### src/rtl/tick_irq_pkg.sv
package tick_irq_pkg;
  typedef enum logic {
    MODE_USB_RST = 1'b0,
    MODE_PS2_ACT = 1'b1
  } det_mode_e;

  localparam int unsigned IRQ_FAST = 0;
  localparam int unsigned IRQ_SLOW = 1;
  localparam int unsigned IRQ_DET  = 2;
  localparam int unsigned NUM_IRQ  = 3;
endpackage

### src/rtl/tick_prescaler.sv
module tick_prescaler #(
  parameter int unsigned TICK_DIV   = 768,
  parameter int unsigned SLOW_RATIO = 8
) (
  input  logic clk_i,
  input  logic rst_ni,
  output logic fast_tick_o,
  output logic slow_tick_o
);
  localparam int unsigned CW = $clog2(TICK_DIV);
  localparam int unsigned SW = $clog2(SLOW_RATIO);
  localparam logic [CW-1:0] CNT_LAST  = CW'(TICK_DIV - 1);
  localparam logic [SW-1:0] SLOW_LAST = SW'(SLOW_RATIO - 1);

  logic [CW-1:0] cnt_q;
  logic [SW-1:0] slow_q;

  assign fast_tick_o = (cnt_q == CNT_LAST);
  assign slow_tick_o = fast_tick_o && (slow_q == SLOW_LAST);

  always_ff @(posedge clk_i or negedge rst_ni) begin
    if (!rst_ni) begin
      cnt_q  <= '0;
      slow_q <= '0;
    end else begin
      cnt_q <= fast_tick_o ? '0 : cnt_q + 1'b1;
      if (fast_tick_o) slow_q <= slow_tick_o ? '0 : slow_q + 1'b1;
    end
  end
endmodule

### src/rtl/line_cond_detect.sv
module line_cond_detect
  import tick_irq_pkg::*;
#(
  parameter int unsigned DET_SAMPLES = 2
) (
  input  logic clk_i,
  input  logic rst_ni,
  input  logic tick_i,
  input  logic mode_i,
  input  logic usb_dp_i,
  input  logic usb_dm_i,
  input  logic ps2_clk_i,
  input  logic ps2_dat_i,
  output logic hit_o
);
  localparam int unsigned HW = $clog2(DET_SAMPLES + 1);
  localparam logic [HW-1:0] HIST_FULL = HW'(DET_SAMPLES);

  logic          cond;
  logic [HW-1:0] hist_q;

  always_comb begin
    unique case (det_mode_e'(mode_i))
      MODE_USB_RST: cond = !usb_dp_i && !usb_dm_i;
      MODE_PS2_ACT: cond = !ps2_clk_i || !ps2_dat_i;
      default:      cond = 1'b0;
    endcase
  end

  // one event per episode: fire only on the sample that fills the history
  assign hit_o = tick_i && cond && (hist_q == HIST_FULL - 1'b1);

  always_ff @(posedge clk_i or negedge rst_ni) begin
    if (!rst_ni) hist_q <= '0;
    else if (tick_i) begin
      if (!cond)                   hist_q <= '0;
      else if (hist_q != HIST_FULL) hist_q <= hist_q + 1'b1;
    end
  end
endmodule

### src/rtl/irq_pending.sv
module irq_pending (
  input  logic clk_i,
  input  logic rst_ni,
  input  logic en_i,
  input  logic set_i,
  input  logic ack_i,
  output logic irq_o
);
  logic pend_q;

  always_ff @(posedge clk_i or negedge rst_ni) begin
    if (!rst_ni)    pend_q <= 1'b0;
    else if (!en_i) pend_q <= 1'b0;
    else if (set_i) pend_q <= 1'b1;
    else if (ack_i) pend_q <= 1'b0;
  end

  assign irq_o = pend_q;
endmodule

### src/rtl/tick_irq_ctrl.sv
module tick_irq_ctrl
  import tick_irq_pkg::*;
#(
  parameter int unsigned TICK_DIV    = 768,
  parameter int unsigned SLOW_RATIO  = 8,
  parameter int unsigned DET_SAMPLES = 2
) (
  input  logic clk_i,
  input  logic rst_ni,
  input  logic fast_en_i,
  input  logic slow_en_i,
  input  logic det_en_i,
  input  logic det_mode_i,
  input  logic usb_dp_i,
  input  logic usb_dm_i,
  input  logic ps2_clk_i,
  input  logic ps2_dat_i,
  input  logic fast_ack_i,
  input  logic slow_ack_i,
  input  logic det_ack_i,
  output logic fast_irq_o,
  output logic slow_irq_o,
  output logic det_irq_o
);
  logic fast_tick, slow_tick, det_hit;
  logic [NUM_IRQ-1:0] en_v, set_v, ack_v, irq_v;

  tick_prescaler #(.TICK_DIV(TICK_DIV), .SLOW_RATIO(SLOW_RATIO)) u_pre (
    .clk_i(clk_i), .rst_ni(rst_ni),
    .fast_tick_o(fast_tick), .slow_tick_o(slow_tick)
  );

  line_cond_detect #(.DET_SAMPLES(DET_SAMPLES)) u_det (
    .clk_i(clk_i), .rst_ni(rst_ni), .tick_i(fast_tick), .mode_i(det_mode_i),
    .usb_dp_i(usb_dp_i), .usb_dm_i(usb_dm_i),
    .ps2_clk_i(ps2_clk_i), .ps2_dat_i(ps2_dat_i), .hit_o(det_hit)
  );

  assign en_v  = {det_en_i,  slow_en_i,  fast_en_i};
  assign set_v = {det_hit,   slow_tick,  fast_tick};
  assign ack_v = {det_ack_i, slow_ack_i, fast_ack_i};

  for (genvar i = 0; i < NUM_IRQ; i++) begin : g_irq
    irq_pending u_pend (
      .clk_i(clk_i), .rst_ni(rst_ni), .en_i(en_v[i]),
      .set_i(set_v[i]), .ack_i(ack_v[i]), .irq_o(irq_v[i])
    );
  end

  assign fast_irq_o = irq_v[IRQ_FAST];
  assign slow_irq_o = irq_v[IRQ_SLOW];
  assign det_irq_o  = irq_v[IRQ_DET];
endmodule

### config.mk
export PLATFORM = sky130hd
export DESIGN_NAME = tick_irq_ctrl
export DESIGN_NICKNAME = d
export VERILOG_FILES = /design/src/rtl/tick_irq_pkg.sv /design/src/rtl/tick_prescaler.sv /design/src/rtl/line_cond_detect.sv /design/src/rtl/irq_pending.sv /design/src/rtl/tick_irq_ctrl.sv
export SDC_FILE = /design/constraint.sdc
export NUM_CORES = 1
export LEC_CHECK = 0
export BUFFER_PORTS_ARGS = -buffer_cell sky130_fd_sc_hd__buf_4
export CORE_MARGIN = 2
export CORE_UTILIZATION = 48
export DETAILED_ROUTE_END_ITERATION = 8
export GPL_TIMING_DRIVEN = 0
export HOLD_SLACK_MARGIN = 0.02
export PLACE_DENSITY = 0.73
export SLEW_MARGIN = 5
export SYNTH_ARGS = -nofsm -noshare
export SYNTH_HDL_FRONTEND = slang
export SYNTH_SLANG_ARGS = --single-unit
### constraint.sdc
create_clock -name clk_i -period 1.6 [get_ports clk_i]
set_input_delay 0.16 -clock clk_i [delete_from_list [all_inputs] [get_ports clk_i]]
set_output_delay 0.16 -clock clk_i [all_outputs]
set_load 0.02 [all_outputs]
==> metrics <==
status finished clean; R2R Setup Slk 0.002 ns; CTS tree yes; worst hold start slow_en_i; count of cell types in the netlist 28; Pins Over Slew Limit 0; Clock Skew 0.00210 ns; cells after synthesis 86; CTS sink cnt 18; Min-Delay Path Class in -> reg; clock share of power 29.0%; post-DR wirelength/cell 12.1 µm; WHS Endpoint g_irq[1].u_pend.irq_o; GR met2 Demand/Resource 27.8%; die width 47.6 µm; Yosys top cell by area dfrtp_1; kind of critical path reg -> reg; syn nets 104; # DRC 0; DP HPWL 1120 µm; Core ar. 0.00176 mm²; Pre-antenna DRT Iters 4; cells on worst reg2reg path 5; synth warn 0; DP Worst Slack -0.108 ns; synth top area cells dfrtp_1 49%, ha_1 6.9%, nand2_1 3.3%, xnor2_1 2.9%, nand3_1 2.7%; first-pass GRT wire length 2740 µm; fraction of synthesized area in multiplexers 0%; worst IR drop on VDD 0.000382 V; final antenna-violating net count 0; fin crit period 1.60 ns; Mapped Area 911 µm²; Leakage 0.562 nW; worst-path maximum fanout 8; sequential area share after synthesis 49.5%; Max Clock Freq 0.626 GHz; initial antenna violation count 0; setup slack after layout 0.00163 ns; RSZ-0062 raised after global routing yes; synthesized area per cell 10.6 µm²; Pwr Density 624 mW/mm²; final net count 130; clk root buf clkbuf_4; Cell Int Power 0.000578 W; via count 694; DR iter-0 viols 7; total inserted antenna cells 0; clock slew seen by the registers of the worst setup and hold paths 0.09 ns; Setup TNS Final 0 ns; starting density of the core 51.6%; Critical Path RT 1.83 ns; global router's overall resource usage 17.2%; fillers 142; die area 0.00226 mm²; area share of and/or/nand/nor cells after synthesis 24.9%; worst-path cell chain ha_4, nand4_4, or4_4, nor3_4, a21o_1; worst slew pin tran 0.574 ns; type of element capturing the critical path flip-flop; area share of fa/ha/maj cells after synthesis 6.87%; Routed WL 1630 µm; Worst Setup Start Kind flip-flop; Skew-Pair Late Insertion Delay 0.28 ns; Num CTS Buffers 3; post-synthesis xor/xnor area fraction 4.81%; vias per cell 5.14; Sw Share 21.6%; Compound-Gate Fraction of Synth Area 10.7%; largest family of logic cells by synthesized area simple AND/OR/NAND/NOR gates; maximum clock path buffer count 2; P_sw 0.000159 W; Yosys reg bits 18; fin crit share 99.9%; H-tree depth 1; part of the power in registers 62.8%; Hold Fails Final Rpt 0; post-route insts no fill 135; Rows 15; # setup viols final 0; Worst R2R Start u_pre.cnt_q[0]; Critical Path Slowest Stage Cell or4_4; placed insts 126; Die Ht 47.6 µm; Register Area 450 µm²; met3 Use GR 2.64%; area share of the largest cell type after synthesis 49.5%; CP arrival 1.83 ns; I/O pin total 16; number of global-route vias before repair 651; Max-cap violations 0; GP Congestion 0.770; layout cells sized above 1 29.1%; largest net degree at the start of global routing 19; GR Layer Usage met1 22.9%; Logic pwr share 8.1%; gr busiest metal met2; FF-to-FF End u_pre.slow_q[0]; P&R area growth vs syn 29.8%; slew margin rel. 61.7%; hold path cells 2; grt ovf 0; final core utilization 67.0%; port bufs 15; area of the multi-input gates 488 µm²; CP max stage delay 0.63 ns
==> routing by layer <==
metal  wire length, µm  part of all wire (%)  vias up
li1                  -                     -      346
met1               683                    42      330
met2               866                    53       12
met3                44                   2.7        6
met4                38                   2.3        0
met5                 0                     0        -
==> critical path, delay by kind of cell, from the launching register on <==
kind / cells / cell delay (ns)
AND/OR/NAND/NOR: 3 / 0.90
flip-flops: 1 / 0.40
adder cells (fa/ha/maj): 1 / 0.16
AO/OA/AOI/OAI: 1 / 0.09
==> cell usage after synthesis, drive strengths merged <==
master and count:
or4 2, nor4 3, a22o 2, xor2 2, nand2b 2, nor2b 2, a21boi 2, a21o 3
ha 5, nand4 1, buf 1, and2 1, nand3b 3, nor2 6, xnor2 3, o21ai 5
nand3 5, dfrtp 18, inv 4, nand2 8, a21oi 2, clkinv 1, nor3 3, o21bai 1
and3 1
==> state kept, by name (all words and copies together), names as in the netlist <==
register,count
g_irq.u_pend.irq_o,3
u_pre.slow_q,3
u_pre.cnt_q,10
u_det.hist_q,2
==> cell families after synthesis <==
logic type / Yosys count
compound gates: 15
xor+xnor: 5
fa+ha+maj: 5
buf+inv: 6
flops: 18
simple gates: 37
==> how the worst max path moves through the flow <==
| stage | from | end | slack (ns) |
|---|---|---|---|
| after floorplan | u_pre.cnt_q[0] | u_det.hist_q[0] | -0.04 |
| after global placement | u_pre.cnt_q[0] | u_det.hist_q[0] | -0.10 |
| after detailed placement | u_pre.cnt_q[1] | u_det.hist_q[1] | -0.11 |
| after CTS | u_pre.cnt_q[0] | u_det.hist_q[1] | -0.04 |
| after global routing | u_pre.cnt_q[0] | u_pre.slow_q[0] | -0.07 |
| final | u_pre.cnt_q[0] | u_pre.slow_q[0] | 0.002 |
==> area by class of cell <==
class	instances	share of cell area, %
inverter	5	1.59
clock buffer	3	1.90
timing repair buffer	22	14.5
multi-input combinational	62	41.3
tap	25	2.65
sequential	18	38.1
==> power by group through the flow <==
stage	combinational, W	clock [W]	sequential, W
after CTS	0.0000552	0.000232	0.000463
final	0.0000599	0.000214	0.000463
after global routing	0.0000679	0.000248	0.000464
after global placement	0.0000499	0	0.000471
after floorplan	0.0000183	0	0.000471
after detailed placement	0.0000532	0	0.000472
==> placed cells by master, fill, tap and decap left out, types with 3 or more instances in the layout <==
cell      netlist  routed
nor4_4          1       3
dfrtp_1        18      18
nor2_1          6       6
o21ai_0         3       3
nand3_1         5       5
clkbuf_4        0       3
buf_4           0      20
inv_1           4       4
a21o_1          3       3
nand2_1         8       8
ha_1            5       4
xnor2_1         3       3
nand3b_1        3       3
==> timing repair <==
action / CTS / global route
hold buffers: 1 / 0
pin swaps: 2 / 5
endpoints found under the setup margin: 4 / 4
setup buffers: 3 / 3
endpoints found under the hold margin: 18 / 0
gates resized for setup: 0 / 6
==> metrics by stage <==
step | hold slack, ns | power, W | instance area, µm²
after floorplan | -0.136 | 0.000489 | 936
after global placement | 0.0420 | 0.000521 | 1080
after detailed placement | 0.0457 | 0.000525 | 1080
after CTS | 0.0827 | 0.000750 | 1120
after global routing | 0.109 | 0.000780 | 1180
final | 0.0910 | 0.000738 | 1180
Power figures use the tool's default switching activity.
